## src/rtl/icd_pkg.sv

```systemverilog
package icd_pkg;
  localparam int BW     = 8;
  localparam int LINE_W = $clog2(BW);

  typedef enum logic [1:0] {
    SEQ_IDLE  = 2'd0,
    SEQ_BASE  = 2'd1,
    SEQ_WORD3 = 2'd2,
    SEQ_WORD4 = 2'd3
  } seq_state_e;

  typedef enum logic [2:0] {
    OP_ROT_CLR    = 3'd0,
    OP_NS_EOI     = 3'd1,
    OP_NOP        = 3'd2,
    OP_SP_EOI     = 3'd3,
    OP_ROT_SET    = 3'd4,
    OP_ROT_NS_EOI = 3'd5,
    OP_SET_PRIO   = 3'd6,
    OP_ROT_SP_EOI = 3'd7
  } opcode_e;

  typedef struct packed {
    logic ns_eoi;
    logic rot_ns_eoi;
    logic sp_eoi;
    logic set_prio;
    logic rot_sp_eoi;
  } cmd_pulse_t;
endpackage

```

## src/rtl/icd_init_seq.sv

```systemverilog
module icd_init_seq
  import icd_pkg::*;
(
  input  logic          clk,
  input  logic          rst_n,
  input  logic          acc_wr,
  input  logic          addr,
  input  logic [BW-1:0] wdata,
  output logic          init_pulse,
  output logic [BW-1:0] mask_q,
  output logic [BW-1:0] base_q,
  output logic          nested_q,
  output logic          aeoi_q
);
  seq_state_e state_q;
  logic       want4_q;
  logic       reg_wr;

  assign init_pulse = acc_wr && !addr && wdata[4];
  assign reg_wr     = acc_wr && addr;

  always_ff @(posedge clk or negedge rst_n) begin
    if (!rst_n) begin
      state_q  <= SEQ_IDLE;
      want4_q  <= 1'b0;
      mask_q   <= '0;
      base_q   <= '0;
      nested_q <= 1'b0;
      aeoi_q   <= 1'b0;
    end else if (init_pulse) begin
      state_q  <= SEQ_BASE;
      want4_q  <= wdata[0];
      mask_q   <= '0;
      base_q   <= '0;
      nested_q <= 1'b0;
      aeoi_q   <= 1'b0;
    end else if (reg_wr) begin
      case (state_q)
        SEQ_IDLE:  mask_q <= wdata;
        SEQ_BASE: begin
          base_q  <= {wdata[BW-1:LINE_W], {LINE_W{1'b0}}};
          state_q <= SEQ_WORD3;
        end
        SEQ_WORD3: state_q <= want4_q ? SEQ_WORD4 : SEQ_IDLE;
        SEQ_WORD4: begin
          nested_q <= wdata[4];
          aeoi_q   <= wdata[1];
          state_q  <= SEQ_IDLE;
        end
        default:   state_q <= SEQ_IDLE;
      endcase
    end
  end

  AST_INIT_TO_BASE: assert property (@(posedge clk) disable iff (!rst_n)
    init_pulse |=> (state_q == SEQ_BASE));
  AST_INIT_CLEARS_MASK: assert property (@(posedge clk) disable iff (!rst_n)
    init_pulse |=> (mask_q == '0 && base_q == '0 && !aeoi_q && !nested_q));
  AST_MASK_HOLD_BUSY: assert property (@(posedge clk) disable iff (!rst_n)
    (state_q != SEQ_IDLE && !init_pulse) |=> $stable(mask_q));
  AST_WORD4_NEEDS_FLAG: assert property (@(posedge clk) disable iff (!rst_n)
    (state_q == SEQ_WORD3 && reg_wr && !init_pulse && !want4_q) |=> (state_q == SEQ_IDLE));
endmodule

```

## src/rtl/icd_cmd_dec.sv

```systemverilog
module icd_cmd_dec
  import icd_pkg::*;
(
  input  logic              clk,
  input  logic              rst_n,
  input  logic              acc_wr,
  input  logic              acc_rd,
  input  logic              addr,
  input  logic [BW-1:0]     wdata,
  input  logic              init_pulse,
  output cmd_pulse_t        pulses,
  output logic [LINE_W-1:0] line,
  output logic              poll_ack,
  output logic              poll_q,
  output logic              rd_isr_q,
  output logic              smm_q,
  output logic              rot_aeoi_q
);
  logic    ctl_hit;
  logic    op_hit;
  opcode_e opcode;

  assign ctl_hit  = acc_wr && !addr && !wdata[4] && wdata[3];
  assign op_hit   = acc_wr && !addr && !wdata[4] && !wdata[3];
  assign opcode   = opcode_e'(wdata[BW-1:BW-3]);
  assign poll_ack = acc_rd && poll_q;

  always_comb begin
    pulses = '0;
    if (op_hit) begin
      case (opcode)
        OP_NS_EOI:     pulses.ns_eoi     = 1'b1;
        OP_ROT_NS_EOI: pulses.rot_ns_eoi = 1'b1;
        OP_SP_EOI:     pulses.sp_eoi     = 1'b1;
        OP_SET_PRIO:   pulses.set_prio   = 1'b1;
        OP_ROT_SP_EOI: pulses.rot_sp_eoi = 1'b1;
        default:       pulses = '0;
      endcase
    end
  end

  assign line = (|pulses) ? wdata[LINE_W-1:0] : '0;

  always_ff @(posedge clk or negedge rst_n) begin
    if (!rst_n) begin
      poll_q     <= 1'b0;
      rd_isr_q   <= 1'b0;
      smm_q      <= 1'b0;
      rot_aeoi_q <= 1'b0;
    end else if (init_pulse) begin
      poll_q     <= 1'b0;
      rd_isr_q   <= 1'b0;
      smm_q      <= 1'b0;
      rot_aeoi_q <= 1'b0;
    end else begin
      if (poll_ack) poll_q <= 1'b0;
      if (ctl_hit) begin
        if (wdata[2]) poll_q   <= 1'b1;
        if (wdata[1]) rd_isr_q <= wdata[0];
        if (wdata[6]) smm_q    <= wdata[5];
      end
      if (op_hit && (opcode == OP_ROT_CLR || opcode == OP_ROT_SET))
        rot_aeoi_q <= wdata[7];
    end
  end

  AST_PULSE_ONEHOT: assert property (@(posedge clk) disable iff (!rst_n)
    $onehot0(pulses));
  AST_PULSE_NEEDS_WRITE: assert property (@(posedge clk) disable iff (!rst_n)
    (|pulses) |-> (acc_wr && !addr));
  AST_POLL_ACK_CLEARS: assert property (@(posedge clk) disable iff (!rst_n)
    poll_ack |=> !poll_q);
  AST_INIT_CLEARS_CTL: assert property (@(posedge clk) disable iff (!rst_n)
    init_pulse |=> (!poll_q && !smm_q && !rot_aeoi_q && !rd_isr_q));
endmodule

```

## src/rtl/icd_trig_reg.sv

```systemverilog
module icd_trig_reg
  import icd_pkg::*;
#(
  parameter logic [BW-1:0] WR_MASK = 8'hF8
) (
  input  logic          clk,
  input  logic          rst_n,
  input  logic          wr,
  input  logic [BW-1:0] wdata,
  output logic [BW-1:0] trig_q
);
  for (genvar i = 0; i < BW; i++) begin : g_bit
    if (WR_MASK[i]) begin : g_flop
      always_ff @(posedge clk or negedge rst_n) begin
        if (!rst_n)  trig_q[i] <= 1'b0;
        else if (wr) trig_q[i] <= wdata[i];
      end
    end else begin : g_tie
      assign trig_q[i] = 1'b0;
    end
  end

  AST_TRIG_HOLD: assert property (@(posedge clk) disable iff (!rst_n)
    !wr |=> $stable(trig_q));
endmodule

```

## src/rtl/irq_cmd_decoder.sv

```systemverilog
module irq_cmd_decoder
  import icd_pkg::*;
#(
  parameter bit             IS_SLAVE    = 1'b0,
  parameter logic [BW-1:0]  MASK_MASTER = 8'hF8,
  parameter logic [BW-1:0]  MASK_SLAVE  = 8'hDE
) (
  input  logic              clk,
  input  logic              rst_n,
  input  logic              trig_sel,
  input  logic              addr,
  input  logic              wr_en,
  input  logic              rd_en,
  input  logic [BW-1:0]     wdata,
  output logic [BW-1:0]     rdata,
  input  logic [BW-1:0]     irr_in,
  input  logic [BW-1:0]     isr_in,
  input  logic [BW-1:0]     poll_vec_in,
  output logic              init_o,
  output logic              ns_eoi_o,
  output logic              rot_ns_eoi_o,
  output logic              sp_eoi_o,
  output logic              set_prio_o,
  output logic              rot_sp_eoi_o,
  output logic [LINE_W-1:0] line_o,
  output logic              poll_ack_o,
  output logic [BW-1:0]     mask_o,
  output logic [BW-1:0]     vec_base_o,
  output logic              auto_eoi_o,
  output logic              rot_auto_eoi_o,
  output logic              nested_o,
  output logic              special_mask_o,
  output logic [BW-1:0]     trig_mode_o
);
  localparam logic [BW-1:0] TRIG_MASK = IS_SLAVE ? MASK_SLAVE : MASK_MASTER;

  logic       acc_wr, acc_rd, trig_wr;
  logic       poll_q, rd_isr_q;
  cmd_pulse_t pulses;

  assign acc_wr  = wr_en && !trig_sel;
  assign acc_rd  = rd_en && !trig_sel;
  assign trig_wr = wr_en && trig_sel;

  icd_init_seq u_seq (
    .clk        (clk),
    .rst_n      (rst_n),
    .acc_wr     (acc_wr),
    .addr       (addr),
    .wdata      (wdata),
    .init_pulse (init_o),
    .mask_q     (mask_o),
    .base_q     (vec_base_o),
    .nested_q   (nested_o),
    .aeoi_q     (auto_eoi_o)
  );

  icd_cmd_dec u_dec (
    .clk        (clk),
    .rst_n      (rst_n),
    .acc_wr     (acc_wr),
    .acc_rd     (acc_rd),
    .addr       (addr),
    .wdata      (wdata),
    .init_pulse (init_o),
    .pulses     (pulses),
    .line       (line_o),
    .poll_ack   (poll_ack_o),
    .poll_q     (poll_q),
    .rd_isr_q   (rd_isr_q),
    .smm_q      (special_mask_o),
    .rot_aeoi_q (rot_auto_eoi_o)
  );

  icd_trig_reg #(.WR_MASK(TRIG_MASK)) u_trig (
    .clk    (clk),
    .rst_n  (rst_n),
    .wr     (trig_wr),
    .wdata  (wdata),
    .trig_q (trig_mode_o)
  );

  assign ns_eoi_o     = pulses.ns_eoi;
  assign rot_ns_eoi_o = pulses.rot_ns_eoi;
  assign sp_eoi_o     = pulses.sp_eoi;
  assign set_prio_o   = pulses.set_prio;
  assign rot_sp_eoi_o = pulses.rot_sp_eoi;

  always_comb begin
    if (!rd_en)        rdata = '0;
    else if (trig_sel) rdata = trig_mode_o;
    else if (poll_q)   rdata = poll_vec_in;
    else if (addr)     rdata = mask_o;
    else               rdata = rd_isr_q ? isr_in : irr_in;
  end

  AST_STROBES_EXCL: assert property (@(posedge clk) disable iff (!rst_n)
    !(wr_en && rd_en));
  AST_POLL_ACK_ON_READ: assert property (@(posedge clk) disable iff (!rst_n)
    poll_ack_o |-> (rd_en && !trig_sel));
  AST_INIT_KEEPS_TRIG: assert property (@(posedge clk) disable iff (!rst_n)
    init_o |=> $stable(trig_mode_o));
endmodule

```

## config.mk

```make
export PLATFORM = sky130hd
export DESIGN_NAME = irq_cmd_decoder
export DESIGN_NICKNAME = d
export VERILOG_FILES = /design/src/rtl/icd_pkg.sv /design/src/rtl/icd_init_seq.sv /design/src/rtl/icd_cmd_dec.sv /design/src/rtl/icd_trig_reg.sv /design/src/rtl/irq_cmd_decoder.sv
export SDC_FILE = /design/constraint.sdc
export NUM_CORES = 1
export LEC_CHECK = 0
export BUFFER_PORTS_ARGS = -buffer_cell sky130_fd_sc_hd__clkbuf_2
export CORE_ASPECT_RATIO = 0.6
export CORE_MARGIN = 5
export CORE_UTILIZATION = 43
export CTS_CLUSTER_SIZE = 12
export DETAILED_ROUTE_END_ITERATION = 10
export GPL_TIMING_DRIVEN = 0
export PLACE_DENSITY = 0.83
export SLEW_MARGIN = 20
export SYNTH_ARGS = -nofsm -noshare
export SYNTH_HDL_FRONTEND = slang
export SYNTH_SLANG_ARGS = --single-unit
```

## constraint.sdc

```tcl
create_clock -name clk -period 2.9 [get_ports clk]
set_clock_uncertainty 0.15 [all_clocks]
set_input_delay 0.87 -clock clk [delete_from_list [all_inputs] [get_ports clk]]
set_output_delay 0.87 -clock clk [all_outputs]
set_load 0.005 [all_outputs]
```

Yosys cells after proc, flatten, opt, wreduce, memory -nomap -nowiden
Index checks and enable logic that the tools add are counted.

operators by class
  eq/ne operators = 9
  multiplexer cells = 40
  reductions and logical operators = 34

operator list
  kind                                            count
  two-way mux 8 bit                               11
  two-way mux 1 bit                               23
  nonzero test 2 bit                              8
  == test 3 bit (second input constant)           4
  AND reduction 2 bit                             6
  logical AND 1 bit                               11
  two-way mux 2 bit                               3
  case mux 2 bit (3 select lines)                 1
  two-way mux 5 bit                               1
  OR reduction 5 bit                              1
  == test 2 bit (second input constant)           2
  zero test 1 bit                                 4
  nonzero test 4 bit                              1
  == test 3 x 1 -> 1 bit (second input constant)  1
  == test 3 x 2 -> 1 bit (second input constant)  1
  zero test 3 bit                                 1
  two-way mux 3 bit                               1
  == test 2 x 1 -> 1 bit (second input constant)  1
  zero test 2 bit                                 1
  logical OR 1 bit                                1

word-level totals
  flip-flop bits (word level) = 30
  input bits = 38
  output and inout port bits = 46
  logic and storage cells = 98

Depth between registers and ports, before layout
  depth after elaboration = 8
  mapped depth = 6
  mapped depth without buffers = 5

Cells and area by module
Synthesis repeated with hierarchy kept, for this count alone.

unflattened totals
  cell total of the unflattened synthesis = 191
  area total of the unflattened synthesis = 1833.0 um2

modules (own cells, without submodules)
  module           times used  cells an instance  area each (um2)  seq. area each (um2)
  icd_init_seq     1           91                 992.2            450.4
  irq_cmd_decoder  1           52                 347.8            0.0
  icd_cmd_dec      1           34                 285.3            100.1
  icd_trig_reg     1           14                 207.7            125.1

Worst setup path after synthesis
OpenSTA, ideal clock, no wires.

  path kind = input port to output port
  start point = input wdata[4]
  end point = output line_o[0]
  data arrival time = 1907 ps
  required time = 1880 ps
  slack = -27 ps
  cell stages on the path = 4
  buffers on the path = 1
  cells stage by stage = buf_4 or4b_4 nor3_2 and2_1

between the ends
  cells in the longest elaborated chain, start to end = 6

RTL lines
  element                         RTL line               RTL
  start, declared                 irq_cmd_decoder.sv:14  input logic [BW-1:0] wdata,
  zero test 1 bit                 icd_cmd_dec.sv:24      assign op_hit = acc_wr && !addr && !wdata[4] && !wdata[3];
  logical AND 1 bit (2 in a row)  icd_cmd_dec.sv:24
  two-way mux 5 bit               icd_cmd_dec.sv:30      if (op_hit) begin
  OR reduction 5 bit              icd_cmd_dec.sv:42      assign line = (|pulses) ? wdata[LINE_W-1:0] : '0;
  two-way mux 3 bit               icd_cmd_dec.sv:42
  end, declared                   irq_cmd_decoder.sv:25  output logic [LINE_W-1:0] line_o,

Every way passes these cells.

Worst setup path after layout
  start point = input addr
  end point = output line_o[2]

between the ends
  cells in the longest elaborated chain, start to end = 7

RTL lines
  element                         RTL line               RTL
  start, declared                 irq_cmd_decoder.sv:11  input logic addr,
  zero test 1 bit                 icd_cmd_dec.sv:24
  logical AND 1 bit (3 in a row)  icd_cmd_dec.sv:24
  two-way mux 5 bit               icd_cmd_dec.sv:30
  OR reduction 5 bit              icd_cmd_dec.sv:42
  two-way mux 3 bit               icd_cmd_dec.sv:42

Every way passes these cells.

==> impl_results.md <==
* Register bit total from synthesis at 27
* Crit end category: primary output
* FFs w/ async S/R, synth at 1.00
* Detailed placement HPWL at 4170 um
* Site Rows at 18
* Setup TNS at -0.515 ns
* Final Hold Viols at 0
* WP data required at 1.88 ns
* Slowest stage cell on the critical path: or4b_4
* Number of nets in the layout at 341
* Global-route wire length before repair at 8910 um
* Yosys Warn Count at 0
* Largest net degree at the start of global routing at 28
* Worst path arrival time at 1.98 ns
* Worst Hold End: u_seq.want4_q
* Clock tree buffer depth at 2
* Port buffer count at 74
* RR Startpoint: u_seq.state_q[0]
* CP cell instances: buf_12 > or4b_4 > nor3_4 > and2_1 > buf_2
* Root Driver: clkbuf_8
* CP max FO at 5
* Hold path depth at 2
* Die Span X at 93.6 um
* Period utilisation layout at 1.04
* Antenna viol nets, final at 0
* Max frequency at 0.333 GHz
* Die height at 60.2 um
* Synthesized area at 1800 um2
* Remaining Overflow, GRT at 0
* Worst R2R Setup Slack at 1.02 ns
* Vias per cell at 5.32
* Hold WC Path Type: reg2reg
* GRT Total Usage at 0.203
* Switching share of power at 0.382
* Setup crit start kind: input pin
* Share of cells above drive strength 1 at 0.426
* Failing checks: negative setup slack
* # diodes at 0
* Unique masters post-synth at 38
* Initial Util at 0.442
* Sequential standard cell area at 676 um2
* CTS tree: built
* Setup violations, final at 9
* Post-route insts no fill at 358
* FILL cells at 336
* Fin Hold WS at 0.361 ns
* Die area at 5630 um2
* Residual DRC count at 0
* Peak supply drop at 243 uV
* Max-cap violation count at 0
* Depth of the worst register-to-register path at 6
* Logic pwr share at 0.449
* RR Endpoint: u_seq.mask_q[7]
* Worst rel slew slack at 0.548
* Violation count after the first detailed-route iteration at 148
* Flop pwr share at 0.402
* Initial antenna violation count at 0
* Clock Power Share at 0.149
* Number of global-route vias before repair at 1799
* Final Wtd Congestion at 0.831
* Net Switching at 545 uW
* TritonRoute pass-1 iters at 4
* Leading register cell type out of synthesis: dfrtp_1
* Synth-to-layout area growth at 47.4%
* Clock Latency Late Sink at 0.27 ns
* Syn_area_per_cell at 9.01 um2
* RSZ-0062 raised after global routing: true
* Final Slew Violations at 0
* Wire per inst at 16.0 um
* Seq/Total Area, Yosys at 0.375
* Power Dens Cells at 538 nW/um2
* Cells after DPL at 339
* Final wirelength at 5720 um
* CTS buffer count at 3
* Slowest cell delay on critical path at 0.55 ns
* Worst-Margin Slew at 0.678 ns
* Sink Count at 27
* Worst Hold Launch: u_seq.want4_q
* Critical path type: in2out
* Area of the multi-input gates at 1130 um2
* Vias after detailed routing at 1905
* I/O Pins at 84
* Min Tclk post-route at 3.00 ns
* Pre-CTS WS at -0.583 ns
* Status: complete, but fails checks
* Post-synthesis instance total at 200
* Pleak at 0.00129 uW
* Clock Pin Slew Worst Setup and Hold Paths at 0.09 ns
* Final WS setup at -0.105 ns
* Pint at 884 uW
* H-tree depth at 1
* Post-synth EDFFs at 0
* Core Region at 4080 um2
-- critical path: cells and delay by family --
family,cells,cell delay [ns]
and+or+nand+nor,3,0.88
buffers and inverters,2,0.22
-- final cells by class --
type,instances,share of cell area
flip-flops and latches,27,0.254
multi-input cells,143,0.426
repair buffers,91,0.204
plain buffers,20,0.0523
clock buffers,4,0.0169
inverters,13,0.0184
well taps,60,0.0282
-- cells in the mapped netlist, types with 6 or more instances --
cell type / n / area share
nor2b_1: 6 / 0.021
buf_4: 7 / 0.029
nand2_1: 23 / 0.048
o22ai_1: 11 / 0.038
nand4_1: 8 / 0.028
inv_1: 12 / 0.025
clkbuf_1: 9 / 0.019
nor2_1: 7 / 0.015
dfrtp_1: 27 / 0.37
mux2i_1: 12 / 0.067
o21ai_0: 9 / 0.025
a22o_1: 8 / 0.039
nor3b_1: 6 / 0.025
-- cell families after synthesis --
logic type / share of synthesized area
and+or+nand+nor: 0.213
AOI/OAI and AO/OA: 0.196
buffers and inverters: 0.0944
DFF: 0.375
muxes: 0.0916
adders and majority gates: 0.0278
other: 0.00208
-- flip-flops by register name, summed over array words and instances (netlist names) --
| name | cells |
|---|---|
| u_seq.want4_q | 1 |
| u_seq.aeoi_q | 1 |
| u_seq.mask_q | 8 |
| u_trig.trig_q | 5 |
| u_seq.base_q | 5 |
| u_seq.nested_q | 1 |
| u_seq.state_q | 2 |
| u_dec.rot_aeoi_q | 1 |
| u_dec.poll_q | 1 |
| u_dec.smm_q | 1 |
| u_dec.rd_isr_q | 1 |
-- metrics by stage --
step	power (uW)	area, um2	utilization
2_1_floorplan	910	1820	-
3_3_place_gp	1120	2270	0.556
3_5_place_dp	1150	2270	0.556
4_1_cts	1410	2550	0.625
5_1_grt	1550	2660	0.652
6_report	1430	2660	0.652
-- layer usage --
metal  wire length, um  track usage  share of wire  vias up
met2              2490        0.307           0.44       94
li1                  -            -              -      914
met5                 0            0              0        -
met1              2620        0.284           0.46      886
met3               538       0.0654          0.094       11
met4                75       0.0494          0.013        0
-- how the worst max path moves through the flow --
stage          startpoint    endpoint  slack [ns]  cells after the start
2_1_floorplan    wdata[4]  set_prio_o        0.01                      3
3_3_place_gp     trig_sel    rdata[6]       -0.54                      7
3_5_place_dp     trig_sel    rdata[6]       -0.58                      7
4_1_cts          trig_sel   line_o[0]       -0.13                      5
5_1_grt              addr   line_o[2]       -0.14                      5
6_report             addr   line_o[2]       -0.10                      5
-- power groups by stage --
stage | Sequential [uW] | Combinational (uW) | Clock [uW]
2_1_floorplan | 570 | 340 | 0
3_3_place_gp | 577 | 541 | 0
3_5_place_dp | 583 | 565 | 0
4_1_cts | 575 | 617 | 216
5_1_grt | 590 | 720 | 236
6_report | 575 | 641 | 213
-- cell usage in the layout (no fill, tap or decap), types with 6 or more instances in the layout --
cell	count
nor2_1	6
dfrtp_1	27
conb_1	6
buf_2	9
o21ai_0	9
nand4_1	8
a22o_1	8
nor2b_1	6
nand2_1	23
clkbuf_1	7
clkbuf_2	68
o22ai_1	11
buf_4	19
inv_1	12
mux2i_1	12
-- what timing repair did --
action,in CTS,in global routing
endpoints found under the setup margin,13,17
gates resized for setup,32,23
setup buffers,8,9
hold buffers,0,0
pin swaps,13,10
Power figures use the tool's default switching activity.
